$ cat src/rtl/tagi2c_pkg.sv
package tagi2c_pkg;
    typedef enum logic [2:0] {
        S_IDLE, S_WAIT, S_START, S_BYTE, S_STOP, S_FLUSH
    } state_t;

    localparam logic [7:0] TAG_START     = 8'd1;
    localparam logic [7:0] TAG_SEND      = 8'd2;
    localparam logic [7:0] TAG_SEND_STOP = 8'd3;
    localparam logic [7:0] TAG_RECV      = 8'd4;

    localparam int ST_FULL = 0;
    localparam int ST_ERR  = 2;
    localparam int ST_NACK = 3;
    localparam int ST_BUS  = 8;
    localparam int ST_W    = 9;
endpackage

$ cat src/rtl/tagi2c_fifo.sv
module tagi2c_fifo #(
    parameter int W     = 16,
    parameter int DEPTH = 8
) (
    input  logic         clk,
    input  logic         rst_n,
    input  logic         push,
    input  logic [W-1:0] din,
    input  logic         pop,
    output logic [W-1:0] dout,
    output logic         empty,
    output logic         full
);
    localparam int AW = (DEPTH > 1) ? $clog2(DEPTH) : 1;
    localparam logic [AW-1:0] LAST = AW'(DEPTH - 1);

    logic [W-1:0]  mem [DEPTH];
    logic [AW-1:0] wr_ptr, rd_ptr;
    logic [AW:0]   used;
    logic          do_push, do_pop;

    assign empty   = (used == '0);
    assign full    = (used == (AW+1)'(DEPTH));
    assign do_push = push && !full;
    assign do_pop  = pop && !empty;
    assign dout    = mem[rd_ptr];

    always_ff @(posedge clk or negedge rst_n) begin
        if (!rst_n) begin
            wr_ptr <= '0;
            rd_ptr <= '0;
            used   <= '0;
        end else begin
            if (do_push) wr_ptr <= (wr_ptr == LAST) ? '0 : wr_ptr + 1'b1;
            if (do_pop)  rd_ptr <= (rd_ptr == LAST) ? '0 : rd_ptr + 1'b1;
            if (do_push && !do_pop)      used <= used + 1'b1;
            else if (do_pop && !do_push) used <= used - 1'b1;
        end
    end

    always_ff @(posedge clk) begin
        if (do_push) mem[wr_ptr] <= din;
    end
endmodule

$ cat src/rtl/tagi2c_halfper.sv
module tagi2c_halfper #(
    parameter int DIV_W = 8
) (
    input  logic             clk,
    input  logic             rst_n,
    input  logic             restart,
    input  logic [DIV_W-1:0] div,
    output logic             tick,
    output logic             first
);
    localparam int CW = DIV_W + 1;
    logic [CW-1:0] cnt;

    assign tick  = (cnt == ({1'b0, div} + CW'(2)));
    assign first = (cnt == '0);

    always_ff @(posedge clk or negedge rst_n) begin
        if (!rst_n)               cnt <= '0;
        else if (restart || tick) cnt <= '0;
        else                      cnt <= cnt + 1'b1;
    end
endmodule

$ cat src/rtl/tagi2c_master.sv
module tagi2c_master
    import tagi2c_pkg::*;
#(
    parameter int CMD_DEPTH = 8,
    parameter int RX_DEPTH  = 8,
    parameter int DIV_W     = 8
) (
    input  logic             clk,
    input  logic             rst_n,
    input  logic             cmd_push,
    input  logic [15:0]      cmd_entry,
    input  logic             rx_pop,
    output logic [7:0]       rx_byte,
    output logic             rx_empty,
    input  logic [DIV_W-1:0] fs_div,
    input  logic             sda_in,
    output logic             scl_oe,
    output logic             sda_oe,
    output logic [ST_W-1:0]  status
);
    localparam logic [4:0] PH_LAST  = 5'd17;
    localparam logic [3:0] ACK_BIT  = 4'd8;
    localparam logic [1:0] EDGE_END = 2'd2;

    state_t      state, state_n;
    logic [4:0]  ph;
    logic [3:0]  bitn;
    logic        hi;
    logic [7:0]  txb, rxb;
    logic [8:0]  left;
    logic        rd_mode, stop_after, nack_q, err_q, flush_q;
    logic        tick, first, restart;
    logic [15:0] cmd_head;
    logic [7:0]  tag, arg;
    logic        cmd_empty, cmd_full, cmd_pop;
    logic        rx_push, rx_full;
    logic        can_take, valid_tag, byte_end;

    tagi2c_fifo #(.W(16), .DEPTH(CMD_DEPTH)) u_cmdq (
        .clk(clk), .rst_n(rst_n), .push(cmd_push), .din(cmd_entry),
        .pop(cmd_pop), .dout(cmd_head), .empty(cmd_empty), .full(cmd_full));

    tagi2c_fifo #(.W(8), .DEPTH(RX_DEPTH)) u_rxq (
        .clk(clk), .rst_n(rst_n), .push(rx_push), .din(rxb),
        .pop(rx_pop), .dout(rx_byte), .empty(rx_empty), .full(rx_full));

    tagi2c_halfper #(.DIV_W(DIV_W)) u_half (
        .clk(clk), .rst_n(rst_n), .restart(restart), .div(fs_div),
        .tick(tick), .first(first));

    assign tag       = cmd_head[15:8];
    assign arg       = cmd_head[7:0];
    assign bitn      = ph[4:1];
    assign hi        = ph[0];
    assign can_take  = (state == S_IDLE || state == S_WAIT) && !cmd_empty;
    assign valid_tag = (state == S_IDLE) ? (tag == TAG_START)
                                         : (tag >= TAG_START && tag <= TAG_RECV);
    assign cmd_pop   = can_take || (state == S_FLUSH && !cmd_empty);
    assign byte_end  = (state == S_BYTE) && tick && (ph == PH_LAST);
    assign rx_push   = byte_end && rd_mode;
    assign restart   = (state == S_IDLE || state == S_WAIT) && (state_n != state);

    always_comb begin
        status          = '0;
        status[ST_FULL] = cmd_full;
        status[ST_ERR]  = err_q;
        status[ST_NACK] = nack_q;
        status[ST_BUS]  = (state != S_IDLE) && (state != S_FLUSH);
    end

    // next-state logic
    always_comb begin
        state_n = state;
        unique case (state)
            S_IDLE:  if (can_take && valid_tag) state_n = S_START;
            S_WAIT:  if (can_take && valid_tag)
                         state_n = (tag == TAG_START) ? S_START : S_BYTE;
            S_START: if (tick && ph[1:0] == EDGE_END) state_n = S_BYTE;
            S_BYTE:  if (byte_end) begin
                         if (rd_mode)         state_n = (left == 9'd1) ? S_STOP : S_BYTE;
                         else if (sda_in)     state_n = S_STOP;
                         else if (stop_after) state_n = S_STOP;
                         else                 state_n = S_WAIT;
                     end
            S_STOP:  if (tick && ph[1:0] == EDGE_END) state_n = flush_q ? S_FLUSH : S_IDLE;
            S_FLUSH: if (cmd_empty) state_n = S_IDLE;
            default: state_n = S_IDLE;
        endcase
    end

    // state register
    always_ff @(posedge clk or negedge rst_n) begin
        if (!rst_n) state <= S_IDLE;
        else        state <= state_n;
    end

    // outputs and datapath
    always_ff @(posedge clk or negedge rst_n) begin
        if (!rst_n) begin
            ph <= '0; txb <= '0; rxb <= '0; left <= '0;
            rd_mode <= 1'b0; stop_after <= 1'b0;
            nack_q <= 1'b0; err_q <= 1'b0; flush_q <= 1'b0;
            scl_oe <= 1'b0; sda_oe <= 1'b0;
        end else begin
            if (rx_push && rx_full) err_q <= 1'b1;
            unique case (state)
                S_IDLE, S_WAIT: begin
                    if (can_take) begin
                        if (!valid_tag) begin
                            err_q <= 1'b1;
                        end else if (tag == TAG_START) begin
                            txb <= arg; rd_mode <= 1'b0; stop_after <= 1'b0;
                            nack_q <= 1'b0; err_q <= 1'b0; sda_oe <= 1'b0; ph <= '0;
                        end else if (tag == TAG_RECV) begin
                            left <= (arg == 8'd0) ? 9'd256 : {1'b0, arg};
                            rd_mode <= 1'b1; ph <= '0;
                        end else begin
                            txb <= arg; rd_mode <= 1'b0; ph <= '0;
                            stop_after <= (tag == TAG_SEND_STOP);
                        end
                    end
                end
                S_START: if (tick) begin
                    ph <= ph + 1'b1;
                    if (ph[1:0] == 2'd0) scl_oe <= 1'b0;
                    if (ph[1:0] == 2'd1) sda_oe <= 1'b1;
                    if (ph[1:0] == EDGE_END) begin scl_oe <= 1'b1; ph <= '0; end
                end
                S_BYTE: begin
                    if (!hi && first)
                        sda_oe <= rd_mode ? (bitn == ACK_BIT && left != 9'd1)
                                          : (bitn != ACK_BIT && !txb[7]);
                    if (tick && !hi) begin
                        scl_oe <= 1'b0;
                        ph     <= ph + 1'b1;
                    end else if (tick) begin
                        scl_oe <= 1'b1;
                        if (bitn != ACK_BIT) begin
                            rxb <= {rxb[6:0], sda_in};
                            txb <= {txb[6:0], 1'b0};
                        end
                        if (ph == PH_LAST) begin
                            ph <= '0;
                            if (rd_mode) left <= left - 1'b1;
                            else if (sda_in) begin nack_q <= 1'b1; flush_q <= 1'b1; end
                        end else begin
                            ph <= ph + 1'b1;
                        end
                    end
                end
                S_STOP: begin
                    if (first && ph == 5'd0) sda_oe <= 1'b1;
                    if (tick) begin
                        ph <= ph + 1'b1;
                        if (ph[1:0] == 2'd0) scl_oe <= 1'b0;
                        if (ph[1:0] == 2'd1) sda_oe <= 1'b0;
                        if (ph[1:0] == EDGE_END) ph <= '0;
                    end
                end
                S_FLUSH: if (cmd_empty) flush_q <= 1'b0;
                default: ;
            endcase
        end
    end
endmodule

$ cat config.mk
export PLATFORM = sky130hd
export DESIGN_NAME = tagi2c_master
export DESIGN_NICKNAME = d
export VERILOG_FILES = /design/src/rtl/tagi2c_pkg.sv /design/src/rtl/tagi2c_fifo.sv /design/src/rtl/tagi2c_halfper.sv /design/src/rtl/tagi2c_master.sv
export SDC_FILE = /design/constraint.sdc
export NUM_CORES = 1
export LEC_CHECK = 0
export ABC_AREA = 1
export BUFFER_PORTS_ARGS = -buffer_cell sky130_fd_sc_hd__buf_2
export CORE_MARGIN = 3
export CORE_UTILIZATION = 54
export CTS_CLUSTER_DIAMETER = 30
export CTS_CLUSTER_SIZE = 40
export DETAILED_ROUTE_END_ITERATION = 8
export PLACE_DENSITY_LB_ADDON = 0.05
export SYNTH_ARGS = -nofsm -noshare
export SYNTH_HDL_FRONTEND = slang
export SYNTH_HIERARCHICAL = 1
export SYNTH_SLANG_ARGS = --single-unit
$ cat constraint.sdc
create_clock -name clk -period 5.7 [get_ports clk]
set_input_delay 1.14 -clock clk [delete_from_list [all_inputs] [get_ports clk]]
set_output_delay 1.14 -clock clk [all_outputs]
set_load 0.01 [all_outputs]
== Word level (Yosys, flattened, before mapping) ==
Memories as Yosys holds them, arrays and structs flattened.
Cells that the tools add are included.
Widths: inputs -> output; s select.
Word-level totals
  register bits after elaboration: 69
  memory bits (writable): 192
  input port bits: 29
  output and inout bits: 20
  word-level logic and storage cells: 233
  memories kept: 2
Memory list
  u_cmdq.mem: depth 8, width 16, rd ports 1, clocked after Yosys merged registers in 0, write ports 1, RTL line tagi2c_fifo.sv:17  | logic [W-1:0] mem [DEPTH];
  u_rxq.mem: depth 8, width 8, rd ports 1, clocked after Yosys merged registers in 0, write ports 1, RTL line tagi2c_fifo.sv:17
Operators by class
  $add $sub $neg: 12
  $lt $le $gt $ge: 2
  equality and inequality tests: 45
  muxes and demuxes: 88
  bitwise gates (word level): 1
  reduce and logical (&&, ||, !) cells: 64
Operators by type and width (number)
  $mux 9: 10
  $mux 8: 7
  $mux 3: 15
  $mux 1: 37
  $mux 5: 7
  $ne 2x2->1 const B: 14
  $logic_and 1x1->1: 24
  $reduce_and 7->1: 3
  $eq 3x3->1 const B: 6
  $pmux 3 s6: 1
  $pmux 9 s2: 1
  $reduce_and 9->1: 2
  $mux 4: 4
  $pmux 8 s2: 1
  $pmux 5 s3: 1
  $add 3x1->3 const B: 4
  $eq 4x4->1 const B: 3
  $reduce_and 4->1: 3
  $logic_not 1->1: 10
  $ne 2x1->1 const B: 5
  $add 8x2->9 const B: 1
  $add 9x1->9 const B: 1
  $eq 9x1->1 const B: 1
  $eq 9x9->1: 1
  other kinds (36): 50

== Depth between registers and ports, before layout ==
Gate-level depths: netlist (run 1).
  depth in word-level cells: 11
  mapped depth: 24
  depth with buffers taken out: 24

== By module ==
Netlist (run 1), hierarchy kept.
Modules (own cells, without submodules)
  tagi2c_fifo (u_cmdq): instances 1, cells each 509, area an instance 5768.0 sq um, sequential area each 4093.9 sq um
  tagi2c_fifo (u_rxq): instances 1, cells each 301, area an instance 3323.2 sq um, sequential area each 2172.1 sq um
  tagi2c_master: instances 1, cells each 411, area an instance 2824.0 sq um, sequential area each 1001.0 sq um
  tagi2c_halfper: instances 1, cells each 121, area an instance 762.0 sq um, sequential area each 225.2 sq um

== Worst setup path after synthesis (run 1) ==
OpenSTA, ideal clock, no wires.
  path kind: in2reg
  start: in fs_div[1]
  end: reg u_rxq.used[3]
  setup time: 117 ps
  arrival: 3854 ps
  required time: 5583 ps
  slack: 1729 ps
  stages on the path: 20
  buffers on the path: 0
  cell sequence: ha_1 xnor2_1 nand3_1 a21oi_1 o2111ai_1 nor2_1 inv_1 nor2_1 nand2_1 nor2_1 nand2_2 inv_2 ha_1 inv_1 ha_1 or2_2 nand2_1 nand2_1 nand3_1 nand2_1
Between the ends
  longest elaborated chain between the ends: 9
  elaborated cells on any way between the ends: 11
  those cells by class: add/sub (1); eq/ne (1); mux (1); reduce/logical (8)
Ends and longest elaborated chain
  start: declaration: RTL line tagi2c_master.sv:15  | input logic [DIV_W-1:0] fs_div,
  $add 8x2->9 (*): RTL line tagi2c_halfper.sv:14  | assign tick = (cnt == ({1'b0, div} + CW'(2)));
  $eq 9x9->1 (*): RTL line tagi2c_halfper.sv:14
  named net tick: RTL line tagi2c_master.sv:32  | logic tick, first, restart;
  $logic_and 1x1->1 (*) (2 in series): RTL line tagi2c_master.sv:59  | assign byte_end = (state == S_BYTE) && tick && (ph == PH_LAST);
  $logic_and 1x1->1 (*): RTL line tagi2c_master.sv:60  | assign rx_push = byte_end && rd_mode;
  named net rx_push: RTL line tagi2c_master.sv:36  | logic rx_push, rx_full;
  $logic_and 1x1->1 (*): RTL line tagi2c_fifo.sv:24  | assign do_push = push && !full;
  named net u_rxq.do_push: RTL line tagi2c_fifo.sv:20  | logic do_push, do_pop;
  $logic_not 1->1: RTL line tagi2c_fifo.sv:37  | else if (do_pop && !do_push) used <= used - 1'b1;
  $logic_and 1x1->1: RTL line tagi2c_fifo.sv:37
  $reduce_bool 2->1 (no line)
  end signal: assignment: RTL line tagi2c_fifo.sv:36  | if (do_push && !do_pop) used <= used + 1'b1;
  end signal: assignment: RTL line tagi2c_fifo.sv:37
  end: declaration: RTL line tagi2c_fifo.sv:19  | logic [AW:0] used;
The timed path passes the listed nets; every way through them passes the cells marked *.
A chain may end at the register's enable or synchronous reset.

== Worst setup path after layout (run 1) ==
Same ends and word-level chain as after synthesis.

==> flow_summary.ini, run 1 <==
[logic_synthesis]
syn_inst = 1342
ys_ff_latch = 261
yosys.area.top_type = edfxtp_1
syn-mean-instance-area_um2 = 9.45
synth-warning-count = 6
synthDistinctLibCells = 49
synth_area_leaders = edfxtp_1 45%, dfrtp_1 14%, nand2_1 12%, nor2_1 5.5%, inv_1 3.3%
seq_area_frac_synth_pct = 59.1
syn-cell-area_mm2 = 0.0127
synth_top_area_share_pct = 45.5

[finish]
syn_to_final_growth_pct = 17.5
drive_above_1_share_pct = 14.6
nets = 1461
diodes = 0
fill_cells = 1861

[global_routing]
first_global_vias = 8743
antenna_found_initial = 1
grt_pass1_wl_um = 44900
track_usage_pct = 21.7
grt_max_degree = 70
gr-total-overflow = 0

[cts]
clk_root_buffer_cell = clkbuf_16
cts_tree = done
clkTransAtPathRegs_ns = 0.05
htree_levels = 2
cts_made_buffers = 54
cts-hold-fix-buffers = 0
clkLatencyLatePin_ns = 0.56
ctsResizeCount = 0
clock_sinks = 261
cts_buffer_depth = 3
cts_setup_buffers = 0

[placement]
io_buffer_count = 43
place_congestion = 0.824
place_hpwl_um = 16900
dp_slack_ns = 1.09

[detailed_routing]
drtIter0Drc = 616
dr_total_vias = 9106
wire_per_inst_um = 15.4
routed_via_density = 5.17
first_pass_iters = 5
postRouteAntennaNets = 0
drcViolationCount = 0
drt_wl_total_um = 27100

[floorplan]
start_util_pct = 55.5
fp.coreArea_mm2 = 0.0228
die_width_um = 159
die_y_um = 159
ios = 49
die_area_mm2 = 0.0254
row_count = 55

[worst_setup_path]
critical_path_required_ns = 6.14
timing.rr.start = u_half/cnt[4]
r2r.worst_path.cells = 19
rr_endpoint = u_rxq/used[3]
path_max_fanout = 7
cp.arrival_ns = 4.51
r2r_slack_ns = 2.10
path_class = input pin to flop
crit_path_start_kind = input pin
crit_path_end_kind = flop

[timing]
slew_headroom_pct = 28.3
maxSlewViolCount = 0
min_period_over_period_pct = 71.5
rsz0062_at_grt = false
tightest_slew_ns = 1.07
fin_worst_skew_ns = 0.0210
finalCriticalPeriod_ns = 4.08
finalHoldViolCount = 0
setup_viol = 0
fmax_mhz = 245
tns_ns = 0
worst_slack_ns = 1.62

[run]
maxCapViolCount = 0

[min_path]
holdCritPathClass = flop to flop
worstHoldPathCells = 2
holdPathEnd = txb[4]
hold_path.startpoint = txb[4]

[pwr]
powerDensity_mw_per_mm2 = 532
peakVddDrop_mv = 0.311
leakage_nw = 6.25

[outcome]
status = complete, no violations
worst max path at each step:
stage                          from  slack (ns)       endpoint  cells past startpoint
after floorplan           fs_div[1]        1.73  u_rxq/used[3]                     20
after global placement    fs_div[1]        1.24  u_rxq/used[3]                     21
after detailed placement  fs_div[1]        1.09  u_rxq/used[3]                     21
after CTS                 fs_div[1]        1.66  u_rxq/used[3]                     21
after global routing      fs_div[1]        1.25  u_rxq/used[3]                     21
final                     fs_div[1]        1.62  u_rxq/used[3]                     21
Yosys cell counts (all sizes together):
| master | count |
|---|---|
| ha | 24 |
| fa | 2 |
| nor3 | 5 |
| nor4 | 1 |
| a22oi | 2 |
| dfrtp | 69 |
| nor2 | 196 |
| clkbuf | 3 |
| o2111ai | 1 |
| buf | 48 |
| nand2 | 424 |
| mux2 | 1 |
| nor2b | 1 |
| a211oi | 1 |
| clkinv | 2 |
| o21a | 1 |
| a21o | 1 |
| nand3b | 2 |
| o31ai | 3 |
| or2 | 4 |
| xor2 | 8 |
| nand4 | 13 |
| conb | 1 |
| o21bai | 1 |
| a21oi | 21 |
| o211ai | 2 |
| nand3 | 47 |
| xnor2 | 7 |
| o21ai | 143 |
| edfxtp | 192 |
| inv | 116 |
cell type report:
class	instances	area (um2)	area share [%]
Tap cell	313	392	2.63
Timing Repair Buffer	55	308	2.07
Inverter	118	455	3.06
Clock buffer	63	1450	9.71
Sequential cell	261	7490	50.3
Multi-Input combinational cell	916	4340	29.1
Clock inverter	37	460	3.09
cells in the final DEF (no fill, tap or decap), drive strengths merged:
| master | n |
|---|---|
| nand4 | 13 |
| o21bai | 1 |
| conb | 5 |
| clkbuf | 63 |
| a211oi | 1 |
| o21a | 1 |
| o211ai | 2 |
| mux2 | 1 |
| clkinvlp | 4 |
| nand3b | 2 |
| nor2 | 196 |
| o2111ai | 1 |
| clkinv | 22 |
| dfrtp | 69 |
| a21oi | 21 |
| o21ai | 143 |
| nand3 | 47 |
| xnor2 | 7 |
| inv | 122 |
| edfxtp | 192 |
| a22oi | 2 |
| o31ai | 3 |
| a21o | 1 |
| nor2b | 1 |
| buf | 55 |
| xor2 | 8 |
| or2 | 4 |
| nor4 | 1 |
| nor3 | 5 |
| fa | 2 |
| ha | 24 |
| bufinv | 7 |
| nand2 | 424 |
power by group:
part / switching, W / leakage [nW] / internal [W]
Combinational: 0.00155 / 2.86 / 0.000700
Clock: 0.00102 / 0.927 / 0.00215
Sequential: 0.000171 / 2.47 / 0.00234
layer usage:
| metal | track usage, % | up-vias | part of all wire (%) |
|---|---|---|---|
| li1 | - | 4541 | - |
| met1 | 28.9 | 4268 | 45 |
| met2 | 37.0 | 247 | 48 |
| met3 | 3.82 | 48 | 5.1 |
| met4 | 6.13 | 2 | 2.0 |
| met5 | 0 | - | 0.066 |
cells by family after synthesis:
group                    Yosys count  synth area share, %
buffers and inverters            169                 6.89
other                              1               0.0296
AO/OA/AOI/OAI                    176                 7.43
flip-flops                       261                 59.1
AND/OR/NAND/NOR                  693                 22.7
multiplexers                       1               0.0888
adder cells (fa/ha/maj)           26                 2.68
XOR/XNOR                          15                 1.04
flip-flops by register name, summed over array words and instances (netlist names), named ones only:
register       count
u_rxq/rd_ptr       3
u_half/cnt         9
state              3
flush_q            1
u_cmdq/used        4
u_cmdq/wr_ptr      3
rd_mode            1
err_q              1
u_rxq/wr_ptr       3
u_rxq/mem         64
u_cmdq/rd_ptr      3
sda_oe             1
stop_after         1
ph                 5
txb                8
nack_q             1
u_rxq/used         4
u_cmdq/mem       128
rxb                8
left               9
critical path, cell delays in order:
cell	delay [ns]
buf_2	0.12
ha_1	0.30
xnor2_1	0.15
nand3_1	0.12
a21oi_1	0.13
o2111ai_1	0.11
nor2_1	0.35
inv_1	0.16
nor2_1	0.23
nand2_1	0.11
nor2_1	0.17
nand2_2	0.09
inv_2	0.12
ha_1	0.19
inv_1	0.10
ha_1	0.34
or2_2	0.31
nand2_1	0.07
nand2_1	0.06
nand3_1	0.08
nand2_1	0.05
metrics by stage:
step	area, um2	utilization, %	hold WS [ns]	std cells	power [W]
after floorplan	12700	-	0.450	1346	0.00431
after global placement	13000	56.8	0.466	1663	0.00476
final	14900	65.2	0.476	1763	0.00793
after CTS	14900	65.2	0.480	1763	0.00800
after detailed placement	13000	56.8	0.468	1663	0.00479
after global routing	14900	65.2	0.493	1763	0.00847
Power figures use the tool's default switching activity.
==> run 2: changes to the inputs <==
--- a/config.mk
+++ b/config.mk
@@ -5,7 +5,7 @@
 export SDC_FILE = /design/constraint.sdc
 export NUM_CORES = 1
 export LEC_CHECK = 0
-export ABC_AREA = 1
+export ABC_AREA = 0
 export BUFFER_PORTS_ARGS = -buffer_cell sky130_fd_sc_hd__buf_2
 export CORE_MARGIN = 3
 export CORE_UTILIZATION = 54
==> constraint.sdc (replaced) <==
create_clock -name clk -period 3.7 [get_ports clk]
set_input_delay 0.74 -clock clk [delete_from_list [all_inputs] [get_ports clk]]
set_output_delay 0.74 -clock clk [all_outputs]
set_load 0.01 [all_outputs]
==> run 2 against run 1 <==
  * Die area decreased by 4.8%
  * Sequential power up 49%
  * Total power grew 16%
  * Count of clock-buffer cells in the layout is 2 lower
  * Critical endpoint is now txb[4]
  * Largest cell class unchanged
==> flow_summary.ini, run 2 <==
[logic_synthesis]
seq_area_frac_synth_pct = 62.2
synth-warning-count = 6
syn_inst = 777
synth_edf_count = 192
yosys.area.top_type = edfxtp_1
yosys.area_share.xor_xnor_pct = 1.53
synth_area_leaders = edfxtp_1 48%, dfrtp_1 14%, mux4_1 6.1%, mux2_2 4.5%, mux4_2 3.7%
synth_mux_area_share_pct = 15.1
synthDistinctLibCells = 78
synth_commonest_cells = 192 x edfxtp_1, 69 x dfrtp_1, 48 x mux2_2
ys_ff_latch = 261
synth_ff_type = edfxtp_1
synth-simple-area-share_pct = 8.33
async_flop_share_pct = 26.4
synth_adder_area_share_pct = 2.82
syn-cell-area_mm2 = 0.0121
syn-mean-instance-area_um2 = 15.5
synth_top_family_by_area = multiplexers
yosysMostFrequentCell = edfxtp_1
synth-compound-area-share_pct = 7.04
synth_top_area_share_pct = 47.8

[global_routing]
first_global_vias = 7644
grt_max_degree = 41
grt_pass1_wl_um = 39500
track_usage_pct = 20.6
gr-total-overflow = 0
antenna_found_initial = 1

[floorplan]
start_util_pct = 55.1
die_width_um = 155
row_count = 54
die_area_mm2 = 0.0241
ios = 49
die_y_um = 155
fp.coreArea_mm2 = 0.0219

[worst_setup_path]
crit_path_start_kind = flop
critical_path_required_ns = 4.12
crit_path_end_kind = flop
r2r.worst_path.cells = 8
path_class = flop to flop
r2r_slack_ns = 0.33
path_max_fanout = 10
cp.arrival_ns = 3.79

[finish]
syn_to_final_growth_pct = 21.3
drive_above_1_share_pct = 30.9
fill_cells = 1519
nets = 939
utilization_pct = 66.8
finalNonFillerCells = 1211
top_register = u_cmdq/mem
seqCellArea_mm2 = 0.00749
multiInputGateArea_mm2 = 0.00431
largestRegisters = u_cmdq/mem x128, u_rxq/mem x64
final_cell_mix = 192 x edfxtp_1, 69 x dfrtp_1, 54 x clkbuf_16, 48 x mux2_2, 46 x buf_4
layout_commonest_cell = edfxtp_1
largest_register_ffs = 128

[cts]
htree_levels = 2
cts-hold-fix-buffers = 0
clk_root_buffer_cell = clkbuf_16
cts_buffer_depth = 3
cts_made_buffers = 54
cts_tree = done
cts_setup_buffers = 0
clock_sinks = 261
ctsResizeCount = 0
clkLatencyLatePin_ns = 0.55
clkTransAtPathRegs_ns = 0.05

[timing]
setup_viol = 0
fmax_mhz = 297
rsz0062_at_grt = false
maxSlewViolCount = 0
finalHoldViolCount = 0
tightest_slew_ns = 0.831
min_period_over_period_pct = 91.0
holdWs_ns = 0.274
finalCriticalPeriod_ns = 3.37
slew_headroom_pct = 44.6
fin_worst_skew_ns = 0.0173

[detailed_routing]
postRouteAntennaNets = 0
dr_total_vias = 7122
wire_per_inst_um = 19.9
drtIter0Drc = 511
routed_via_density = 5.88
drt_wl_total_um = 24000
first_pass_iters = 5
drcViolationCount = 0

[outcome]
status = complete, no violations

[placement]
io_buffer_count = 43
dp_cells = 1108
place_congestion = 0.819
place_hpwl_um = 15400

[run]
maxCapViolCount = 0

[pwr]
peakVddDrop_mv = 0.498
leakage_nw = 5.42
powerDensity_mw_per_mm2 = 626
total_power_w = 0.00916

[min_path]
holdCritPathClass = input pin to asynchronous set/reset pin
-- run 2: cell type report --
cell class,instances,share of cell area [%]
Antenna cell,1,0.0171
Timing Repair Buffer,91,4.11
Multi-Input combinational cell,450,29.5
Clock inverter,41,2.50
Sequential cell,261,51.2
Tap cell,280,2.40
Inverter,26,0.702
Clock buffer,61,9.56
-- run 2: worst paths after layout --
path                                       start                end
worst max-delay path            u_cmdq/rd_ptr[0]             txb[4]
worst min-delay path                       rst_n             rxb[5]
min in group clk                   cmd_entry[15]  u_cmdq/mem[2][15]
max in group asynchronous                  rst_n            flush_q
worst min register to register           left[8]            left[8]
worst max register to register  u_cmdq/rd_ptr[0]             txb[4]
-- run 2: metal layers --
| layer | routed length [um] | GRT usage, % | vias up |
|---|---|---|---|
| met5 | 0 | 0 | - |
| met4 | 396 | 6.13 | 0 |
| met3 | 984 | 3.95 | 33 |
| met2 | 12700 | 36.9 | 170 |
| met1 | 9950 | 25.3 | 3619 |
| li1 | - | - | 3300 |
-- run 2: logic make-up (layout without fill, tap and decap cells) --
| logic type | after synthesis | in the layout |
|---|---|---|
| flip-flops | 261 | 261 |
| AND/OR/NAND/NOR | 185 | 185 |
| AO/OA/AOI/OAI | 109 | 109 |
| multiplexers | 104 | 104 |
| buffers and inverters | 70 | 219 |
| adder cells (fa/ha/maj) | 26 | 26 |
| XOR/XNOR | 21 | 21 |
| other | 1 | 6 |
-- run 2: power by group --
part	total [W]	switching [W]	leakage (nW)	internal (W)
Combinational	0.000889	0.000500	1.96	0.000389
Clock	0.00453	0.00157	0.853	0.00296
Sequential	0.00374	0.000249	2.60	0.00349
Total	0.00916	0.00232	5.42	0.00683
-- run 2: worst max-delay path, stage by stage (launching register included) --
cell      delay, ns
dfrtp_1        0.33
buf_4          0.20
mux4_1         0.56
mux2_2         0.29
nor4_2         0.46
and2_1         0.35
o211ai_4       0.13
a221oi_4       0.51
mux2_2         0.40
-- run 2: through the flow --
| stage | worst slack, ns | setup TNS [ns] | instance area (um2) |
|---|---|---|---|
| final | 0.333 | 0 | 14600 |
| after global routing | 0.149 | 0 | 14600 |
| after CTS | 0.277 | 0 | 14600 |
| after detailed placement | -0.244 | -0.374 | 12900 |
| after global placement | -0.146 | -0.198 | 12900 |
| after floorplan | -0.325 | -3.78 | 12100 |
